--- src/rtl/spm_pkg.sv ---
package spm_pkg;

  // Measurement phase of the capture controller
  typedef enum logic [1:0] {
    SPM_IDLE  = 2'd0,   // not armed, counter held at zero
    SPM_WAIT  = 2'd1,   // armed, waiting for the first qualifying change
    SPM_RUN   = 2'd2    // every change produces a word
  } spm_phase_e;

endpackage

--- src/rtl/spm_gate_sync.sv ---
module spm_gate_sync #(
  parameter int STAGES = 2
) (
  input  logic clk,
  input  logic rst,
  input  logic gate_i,
  output logic prev_o,   // synchronized level one cycle back
  output logic rise_o,
  output logic fall_o
);

  localparam int LAST = STAGES - 1;

  logic [STAGES-1:0] chain_q;
  logic              prev_q;

  // Synchronizer chain, one flop per stage
  genvar gi;
  generate
    for (gi = 0; gi < STAGES; gi++) begin : g_stage
      if (gi == 0) begin : g_first
        always_ff @(posedge clk) begin
          if (rst) chain_q[gi] <= 1'b0;
          else     chain_q[gi] <= gate_i;
        end
      end else begin : g_next
        always_ff @(posedge clk) begin
          if (rst) chain_q[gi] <= 1'b0;
          else     chain_q[gi] <= chain_q[gi-1];
        end
      end
    end
  endgenerate

  // History flop for change detection
  always_ff @(posedge clk) begin
    if (rst) prev_q <= 1'b0;
    else     prev_q <= chain_q[LAST];
  end

  assign prev_o = prev_q;
  assign rise_o = chain_q[LAST] & ~prev_q;
  assign fall_o = ~chain_q[LAST] & prev_q;

endmodule

--- src/rtl/spm_tick_counter.sv ---
module spm_tick_counter #(
  parameter int W = 32
) (
  input  logic         clk,
  input  logic         rst,
  input  logic         clear_i,    // arm: force zero
  input  logic         enable_i,   // armed
  input  logic         restart_i,  // capture: start new interval
  input  logic         tick_i,
  output logic [W-1:0] value_o,
  output logic         sat_o       // tick arrived while at maximum
);

  localparam logic [W-1:0] MAX_VAL = {W{1'b1}};
  localparam logic [W-1:0] ONE     = {{(W-1){1'b0}}, 1'b1};

  logic [W-1:0] value_q;
  logic         at_max;

  assign at_max = (value_q == MAX_VAL);

  always_ff @(posedge clk) begin
    if (rst || clear_i) begin
      value_q <= '0;
    end else if (enable_i) begin
      if (restart_i) begin
        // the coinciding tick opens the new interval
        value_q <= tick_i ? ONE : '0;
      end else if (tick_i && !at_max) begin
        value_q <= value_q + ONE;
      end
    end
  end

  assign value_o = value_q;
  assign sat_o   = enable_i & ~clear_i & ~restart_i & tick_i & at_max;

endmodule

--- src/rtl/spm_capture_ctrl.sv ---
module spm_capture_ctrl
  import spm_pkg::*;
(
  input  logic clk,
  input  logic rst,
  input  logic arm_i,
  input  logic first_rise_i,
  input  logic rise_i,
  input  logic fall_i,
  input  logic prev_level_i,
  output logic active_o,
  output logic capture_o,
  output logic cap_level_o,
  output logic cap_startup_o
);

  spm_phase_e phase_q, phase_d;
  logic       first_rise_q;
  logic       qualifying;
  logic       any_change;

  assign qualifying = first_rise_q ? rise_i : fall_i;
  assign any_change = rise_i | fall_i;

  always_comb begin
    capture_o = 1'b0;
    phase_d   = phase_q;
    if (arm_i) begin
      phase_d = SPM_WAIT;
    end else begin
      unique case (phase_q)
        SPM_WAIT: begin
          if (qualifying) begin
            capture_o = 1'b1;
            phase_d   = SPM_RUN;
          end
        end
        SPM_RUN:  capture_o = any_change;
        default:  capture_o = 1'b0;
      endcase
    end
  end

  always_ff @(posedge clk) begin
    if (rst) begin
      phase_q      <= SPM_IDLE;
      first_rise_q <= 1'b1;
    end else begin
      phase_q <= phase_d;
      if (arm_i) first_rise_q <= first_rise_i;
    end
  end

  assign active_o      = (phase_q != SPM_IDLE);
  // the interval ending now had the level held before the change
  assign cap_level_o   = prev_level_i;
  assign cap_startup_o = (phase_q == SPM_WAIT);

endmodule

--- src/rtl/spm_out_stage.sv ---
module spm_out_stage #(
  parameter int W = 32
) (
  input  logic         clk,
  input  logic         rst,
  input  logic         load_i,
  input  logic [W-1:0] count_i,
  input  logic         level_i,
  input  logic         startup_i,
  input  logic         ready_i,
  output logic         valid_o,
  output logic [W-1:0] count_o,
  output logic         level_o,
  output logic         startup_o,
  output logic         drop_o
);

  logic         valid_q;
  logic [W-1:0] count_q;
  logic         level_q;
  logic         startup_q;
  logic         blocked;

  assign blocked = valid_q & ~ready_i;
  assign drop_o  = load_i & blocked;

  always_ff @(posedge clk) begin
    if (rst) begin
      valid_q   <= 1'b0;
      count_q   <= '0;
      level_q   <= 1'b0;
      startup_q <= 1'b0;
    end else if (load_i && !blocked) begin
      valid_q   <= 1'b1;
      count_q   <= count_i;
      level_q   <= level_i;
      startup_q <= startup_i;
    end else if (ready_i) begin
      valid_q <= 1'b0;
    end
  end

  assign valid_o   = valid_q;
  assign count_o   = count_q;
  assign level_o   = level_q;
  assign startup_o = startup_q;

endmodule

--- src/rtl/semiperiod_meter.sv ---
module semiperiod_meter #(
  parameter int CNT_W       = 32,
  parameter int SYNC_STAGES = 2
) (
  input  logic             clk,
  input  logic             rst,
  input  logic             tick_i,
  input  logic             gate_i,
  input  logic             arm_i,
  input  logic             first_rise_i,
  input  logic             out_ready_i,
  output logic             out_valid_o,
  output logic [CNT_W-1:0] out_count_o,
  output logic             out_level_o,
  output logic             out_startup_o,
  output logic             overflow_o,
  output logic             overrun_o
);

  logic             g_prev, g_rise, g_fall;
  logic             active, cap_fire, cap_level, cap_startup;
  logic [CNT_W-1:0] cnt_value;
  logic             cnt_sat;
  logic             word_drop;
  logic             overflow_q, overrun_q;

  spm_gate_sync #(.STAGES(SYNC_STAGES)) u_sync (
    .clk    (clk),
    .rst    (rst),
    .gate_i (gate_i),
    .prev_o (g_prev),
    .rise_o (g_rise),
    .fall_o (g_fall)
  );

  spm_capture_ctrl u_ctrl (
    .clk           (clk),
    .rst           (rst),
    .arm_i         (arm_i),
    .first_rise_i  (first_rise_i),
    .rise_i        (g_rise),
    .fall_i        (g_fall),
    .prev_level_i  (g_prev),
    .active_o      (active),
    .capture_o     (cap_fire),
    .cap_level_o   (cap_level),
    .cap_startup_o (cap_startup)
  );

  spm_tick_counter #(.W(CNT_W)) u_cnt (
    .clk       (clk),
    .rst       (rst),
    .clear_i   (arm_i),
    .enable_i  (active),
    .restart_i (cap_fire),
    .tick_i    (tick_i),
    .value_o   (cnt_value),
    .sat_o     (cnt_sat)
  );

  spm_out_stage #(.W(CNT_W)) u_out (
    .clk       (clk),
    .rst       (rst),
    .load_i    (cap_fire),
    .count_i   (cnt_value),
    .level_i   (cap_level),
    .startup_i (cap_startup),
    .ready_i   (out_ready_i),
    .valid_o   (out_valid_o),
    .count_o   (out_count_o),
    .level_o   (out_level_o),
    .startup_o (out_startup_o),
    .drop_o    (word_drop)
  );

  // Sticky status, cleared by arm
  always_ff @(posedge clk) begin
    if (rst || arm_i) begin
      overflow_q <= 1'b0;
      overrun_q  <= 1'b0;
    end else begin
      if (cnt_sat)   overflow_q <= 1'b1;
      if (word_drop) overrun_q  <= 1'b1;
    end
  end

  assign overflow_o = overflow_q;
  assign overrun_o  = overrun_q;

endmodule

--- config.mk ---
export PLATFORM = sky130hd
export DESIGN_NAME = semiperiod_meter
export DESIGN_NICKNAME = d
export VERILOG_FILES = /design/src/rtl/spm_pkg.sv /design/src/rtl/spm_gate_sync.sv /design/src/rtl/spm_tick_counter.sv /design/src/rtl/spm_capture_ctrl.sv /design/src/rtl/spm_out_stage.sv /design/src/rtl/semiperiod_meter.sv
export SDC_FILE = /design/constraint.sdc
export NUM_CORES = 1
export LEC_CHECK = 0
export BUFFER_PORTS_ARGS = -buffer_cell sky130_fd_sc_hd__buf_2
export CORE_UTILIZATION = 58
export DETAILED_ROUTE_END_ITERATION = 8
export PLACE_DENSITY_LB_ADDON = 0.12
export SYNTH_ARGS = -nofsm -noshare
export SYNTH_HDL_FRONTEND = slang
export SYNTH_SLANG_ARGS = --single-unit
--- constraint.sdc ---
create_clock -name clk -period 2.86 [get_ports clk]
set_input_delay 0.286 -clock clk [delete_from_list [all_inputs] [get_ports clk]]
set_output_delay 0.286 -clock clk [all_outputs]
set_load 0.02 [all_outputs]
# Word level (Yosys, flattened, before mapping)

Index checks and enable logic that the tools add are counted.

Output and inout port bits: 37
Input port bits: 7
Word-level logic and storage cells: 57
Flip-flop bits (word level): 75

Bitwise gates (word level): 14
Reduce and logical (&&, ||, !) cells: 14
Muxes and demuxes: 12
Eq/ne operators: 3
Add/sub/neg operators: 1

Operators by type and width:

| operator                | number |
|---|---|
| $mux W32                | 2 |
| $add A32 B1 Y32 const B | 1 |
| $eq A32 B32 Y1 const B  | 1 |
| $reduce_bool A2 Y1      | 5 |
| $mux W1                 | 9 |
| $and A1 B1 Y1           | 8 |
| $reduce_and A2 Y1       | 3 |
| $not A1 Y1              | 5 |
| $eq A2 B1 Y1 const B    | 1 |
| $eq A2 B2 Y1 const B    | 1 |
| $logic_and A1 B1 Y1     | 2 |
| $logic_not A1 Y1        | 2 |
| $pmux W1 S2             | 1 |
| $reduce_or A2 Y1        | 1 |
| $logic_or A1 B1 Y1      | 1 |
| $or A1 B1 Y1            | 1 |

# Depth between registers and ports, before layout

Depth in word-level cells: 10
Depth in mapped cells: 9
Gate-level depth less buffers: 7

# By module

Synthesis repeated with hierarchy kept, for this count alone.

Cell total of the unflattened synthesis: 434
Area, all modules: 3953.8 sq um

Modules (own cells, without submodules):

| module           | sequential area each (sq um) | instances | cells an instance | area each (sq um) |
|---|---|---|---|---|
| spm_tick_counter | 640.6                        | 1         | 245               | 1995.7 |
| spm_out_stage    | 700.7                        | 1         | 153               | 1605.3 |
| spm_capture_ctrl | 60.1                         | 1         | 22                | 203.9 |
| spm_gate_sync    | 60.1                         | 1         | 8                 | 91.3 |
| semiperiod_meter | 40.0                         | 1         | 6                 | 57.6 |

# Worst setup path before layout

Ideal clock, no wire load.

Kind: reg-to-reg
From: register u_ctrl.phase_q[1]
To: register u_cnt.value_q[13] (netlist: u_cnt.value_o[13])
Period minus slack after synthesis: 2.248 ns
Library setup time: 0.115 ns
Stages on the path, launching flop included: 10
Setup slack: 0.612 ns
Data arrival time: 2.133 ns
Path buffers: 2
Cell sequence: dfxtp_1 > inv_1 > ha_1 > nor4bb_1 > a41o_1 > buf_2 > nor2_2 > clkbuf_1 > and3_1 > o21a_1

Cells in the longest elaborated chain, start to end: 5
Elaborated cells on any way between the ends: 8
Classes of those cells: eq/ne: 2; mux: 3; reduce/logical: 3

Ends and longest elaborated chain:

| what                                         | line                   | text |
|---|---|---|
| start, declared                              | spm_capture_ctrl.sv:17 | `spm_phase_e phase_q, phase_d;` |
| start signal, assigned                       | spm_capture_ctrl.sv:49 | `phase_q <= phase_d;` |
| $eq A2 B2 Y1 or $eq A2 B1 Y1 (tied branches) | spm_capture_ctrl.sv:31 | `unique case (phase_q)` |
| $pmux W1 S2                                  | spm_capture_ctrl.sv:31 |  |
| $mux W1                                      | spm_capture_ctrl.sv:28 | `if (arm_i) begin` |
| $reduce_bool A2 Y1 (no line)                 | --                     |  |
| $reduce_and A2 Y1 (no line)                  | --                     |  |
| end signal, assigned                         | spm_tick_counter.sv:28 | `value_q <= tick_i ? ONE : '0;` |
| end signal, assigned                         | spm_tick_counter.sv:30 | `value_q <= value_q + ONE;` |
| end, declared                                | spm_tick_counter.sv:17 | `logic [W-1:0] value_q;` |

Several ways; a longest one is shown, not always the timed one.
A chain may end at the register's enable or synchronous reset.

# Final worst setup path

From: register u_ctrl.phase_q[0]
To: register u_cnt.value_q[17] (netlist: u_cnt.value_o[17])

Same word-level chain as after synthesis.

==> impl_metrics.csv <==
group,metric,value,unit
route,via_count,3548,
power_and_ir_drop,power_frac_seq,0.544,
power_and_ir_drop,p_comb_frac,0.044,
worst_setup_path,criticalPathCategory,"reg -> reg",
power_and_ir_drop,vdd_drop_max,0.482,mV
worst_setup_path,r2r_cells,7,
route,drc,0,
floorplan,fp-row-count,28,
clock_network,root_buffer,"clkbuf_8",
place,portBuffers,43,
layout,nets,497,
layout,antenna_cells,0,
layout,nFillCells,526,
layout,final_layout_size_suffix_gt1_frac,0.184,
flow_run,drv_cap,0,
place,gp_congestion,0.933,
layout,final-seq-area,1500,µm²
clock_network,cts_sinks,75,
timing,whs,0.130,ns
floorplan,die_h,80.6,µm
synthesis,yosysTopAreaCellShare,0.419,
synthesis,synth_area_leader_cell,"dfxtp_1",
place,dp_hpwl,6.60,mm
worst_setup_path,rr_endpoint,"u_cnt.value_o[17]$_SDFFE_PP0P_",
timing,finalMaxSlewViolations,0,
floorplan,die_w,80.6,µm
global_routing,antenna_found_initial,0,
power_and_ir_drop,p_leak,1.49,nW
power_and_ir_drop,power.net_switching,0.000455,W
synthesis,yosysWarnings,0,
clock_network,clock_latency,0.35,ns
run_status,outcome,"finished, final reports clean",
timing,timing.fmax,367,MHz
timing,setup_violations,0,
worst_setup_path,rr_startpoint,"u_ctrl.phase_q[0]$_SDFFE_PP0P_",
route,initialDrtViolationCount,272,
synthesis,syn_area,3590,µm²
clock_network,clock_path_buffers,2,
synthesis,ys_seq_area_frac,0.419,
timing,fin_setup_tns,0,ns
timing,min_period_over_period,0.952,
route,vias_per_cell,6.29,
worst_setup_path,worst-endpoint-arrival,2.97,ns
worst_setup_path,regToRegSetupSlack,0.14,ns
clock_network,hold_buffers,0,
clock_network,clk_pin_slew,0.08,ns
timing,hold_violations,0,
synthesis,synth_most_common_cell,"nand2_1",
floorplan,dieArea,6500,µm²
layout,multiInputGateArea,1910,µm²
power_and_ir_drop,swShare,0.235,
worst_hold_path,worstHoldPathCells,2,
layout,layout-area-overhead-vs-synth,13.5,%
global_routing,grt_max_degree,42,
global_routing,grt_pass1_vias,3045,
worst_hold_path,hp-start,"first_rise_i",
synthesis,avgSynthCellArea,8.09,µm²
worst_hold_path,min_path_type,"in -> reg",
clock_network,postCtsSetupBuffers,0,
clock_network,ctsResizeCount,0,
route,drtAntennaViolNets,0,
floorplan,start_util,0.602,
floorplan,pin_count,44,
timing,skew,0.0106,ns
power_and_ir_drop,power.internal,0.00148,W
worst_setup_path,crit_fanout,21,
synthesis,synth_seq_cells,75,
route,wl,9.32,mm
synthesis,synth.distinct_cells,57,
worst_hold_path,holdPathEnd,"u_ctrl.first_rise_q$_SDFFE_PP1P_",
timing,rsz0062_at_grt,"false",
worst_setup_path,worstSetupEndpointType,"flip-flop",
timing,tightest_slew,0.945,ns
global_routing,grt_overflow,0,
synthesis,syn_inst,443,
global_routing,grt_pass1_wl,15.0,mm
worst_setup_path,start_kind,"flip-flop",
power_and_ir_drop,cellPowerDensity,475,nW/µm²
synthesis,synth_edf_count,0,
route,wire_per_inst,16.5,µm
synthesis,ys.flop_type,"dfxtp_1",
clock_network,h-tree-depth,3,
synthesis,synth_common_cells,"92 x nand2_1, 75 x dfxtp_1, 42 x a21oi_1, 20 x a31oi_1, 19 x nand3_1",
synthesis,syn_nets,456,
synthesis,synth_area_leaders,"dfxtp_1 42%, nand2_1 9.6%, a21oi_1 5.9%",
worst_setup_path,required,3.11,ns
clock_network,cts_buffers,9,
timing,relSlewSlack,0.369,
power_and_ir_drop,pwr-share-clk,0.413,
clock_network,cts_tree,"done",
global_routing,grt_use_total,0.302,
synthesis,async_reset_ff_frac,0,
route,firstDrtPassIters,5,
timing,fin_crit,2.72,ns
floorplan,fp.coreArea,5960,µm²
-- power groups by stage --
stage / Clock, W / Combinational, W / Sequential, W
2_1_floorplan: 0 / 0.0000566 / 0.00107
6_report: 0.000798 / 0.0000844 / 0.00105
4_1_cts: 0.000811 / 0.0000835 / 0.00105
3_5_place_dp: 0 / 0.0000831 / 0.00108
5_1_grt: 0.000852 / 0.0000916 / 0.00105
3_3_place_gp: 0 / 0.0000804 / 0.00107
-- sequential cells by signal, indices dropped and copies added, names as in the netlist --
name                 count
overrun_o                1
u_out.level_o            1
u_sync.chain_q           2
u_out.valid_o            1
u_ctrl.phase_q           2
u_sync.prev_o            1
u_cnt.value_o           32
overflow_o               1
u_out.startup_o          1
u_ctrl.first_rise_q      1
u_out.count_o           32
-- metal layers --
| layer | vias to the layer above | global-route usage | wire [µm] |
|---|---|---|---|
| li1 | 1713 | - | - |
| met1 | 1654 | 0.426 | 4340 |
| met2 | 166 | 0.460 | 4120 |
| met3 | 15 | 0.0614 | 739 |
| met4 | 0 | 0.0911 | 118 |
| met5 | - | 0 | 0 |
-- worst max-delay path: stages (launching register included) --
cell	delay, ns
dfxtp_1	0.36
inv_1	0.09
ha_1	0.36
nor4bb_1	0.19
a41o_1	0.33
nor2_2	0.78
a41oi_1	0.21
a311oi_1	0.31
-- cell type report --
cell class,count,share of cell area
Timing Repair Buffer,60,0.0842
Clock buffer,10,0.0313
Multi-Input combinational cell,330,0.469
Inverter,8,0.00738
Clock inverter,6,0.0160
Tap cell,75,0.0230
Sequential cell,75,0.369
-- stage by stage --
step / std cells / area [µm²] / utilization / worst slack [ns] / power [W]
4_1_cts: 564 / 4070 / 0.684 / 0.184 / 0.00195
6_report: 564 / 4070 / 0.684 / 0.138 / 0.00193
3_5_place_dp: 548 / 3880 / 0.651 / 0.198 / 0.00116
2_1_floorplan: 443 / 3590 / - / 0.612 / 0.00113
5_1_grt: 564 / 4070 / 0.684 / 0.00669 / 0.00200
3_3_place_gp: 548 / 3880 / 0.651 / 0.345 / 0.00116
-- how the worst max path moves through the flow --
stage,startpoint,endpoint,slack [ns]
after floorplan,u_ctrl.phase_q[1]$_SDFFE_PP0P_,u_cnt.value_o[13]$_SDFFE_PP0P_,0.61
final,u_ctrl.phase_q[0]$_SDFFE_PP0P_,u_cnt.value_o[17]$_SDFFE_PP0P_,0.14
after detailed placement,u_ctrl.phase_q[0]$_SDFFE_PP0P_,u_cnt.value_o[17]$_SDFFE_PP0P_,0.20
after global routing,u_sync.prev_o$_SDFF_PP0_,u_cnt.value_o[17]$_SDFFE_PP0P_,0.007
after global placement,u_sync.prev_o$_SDFF_PP0_,u_cnt.value_o[17]$_SDFFE_PP0P_,0.35
after CTS,u_ctrl.phase_q[0]$_SDFFE_PP0P_,u_cnt.value_o[17]$_SDFFE_PP0P_,0.18
-- kinds of logic (layout without fill, tap and decap cells) --
family                   count (synthesis)  after routing  share of synthesized area
AO/OA/AOI/OAI                          124            124                      0.224
buffers and inverters                   38             84                     0.0492
flip-flops                              75             75                      0.419
adder cells (fa/ha/maj)                  6              6                     0.0209
multiplexers                             1              1                    0.00314
AND/OR/NAND/NOR                        199            199                      0.284
-- cells in the final DEF, fill, tap and decap left out, types with 4 or more instances in the layout --
cell type  count
nor2_1        15
clkbuf_8       9
nand4_1        9
a41oi_1        4
or3_1          7
and3_1        10
nor2b_1        4
o21ai_0        8
a21oi_1       42
a311oi_1      13
inv_1          8
ha_1           6
dfxtp_1       75
nand2_1       92
or4_1          6
a31oi_1       20
a211oi_1       5
buf_2         43
buf_4         17
o211ai_1       6
nand3_1       19
nor3_1         7
o21ai_1        8
Power figures use the tool's default switching activity.
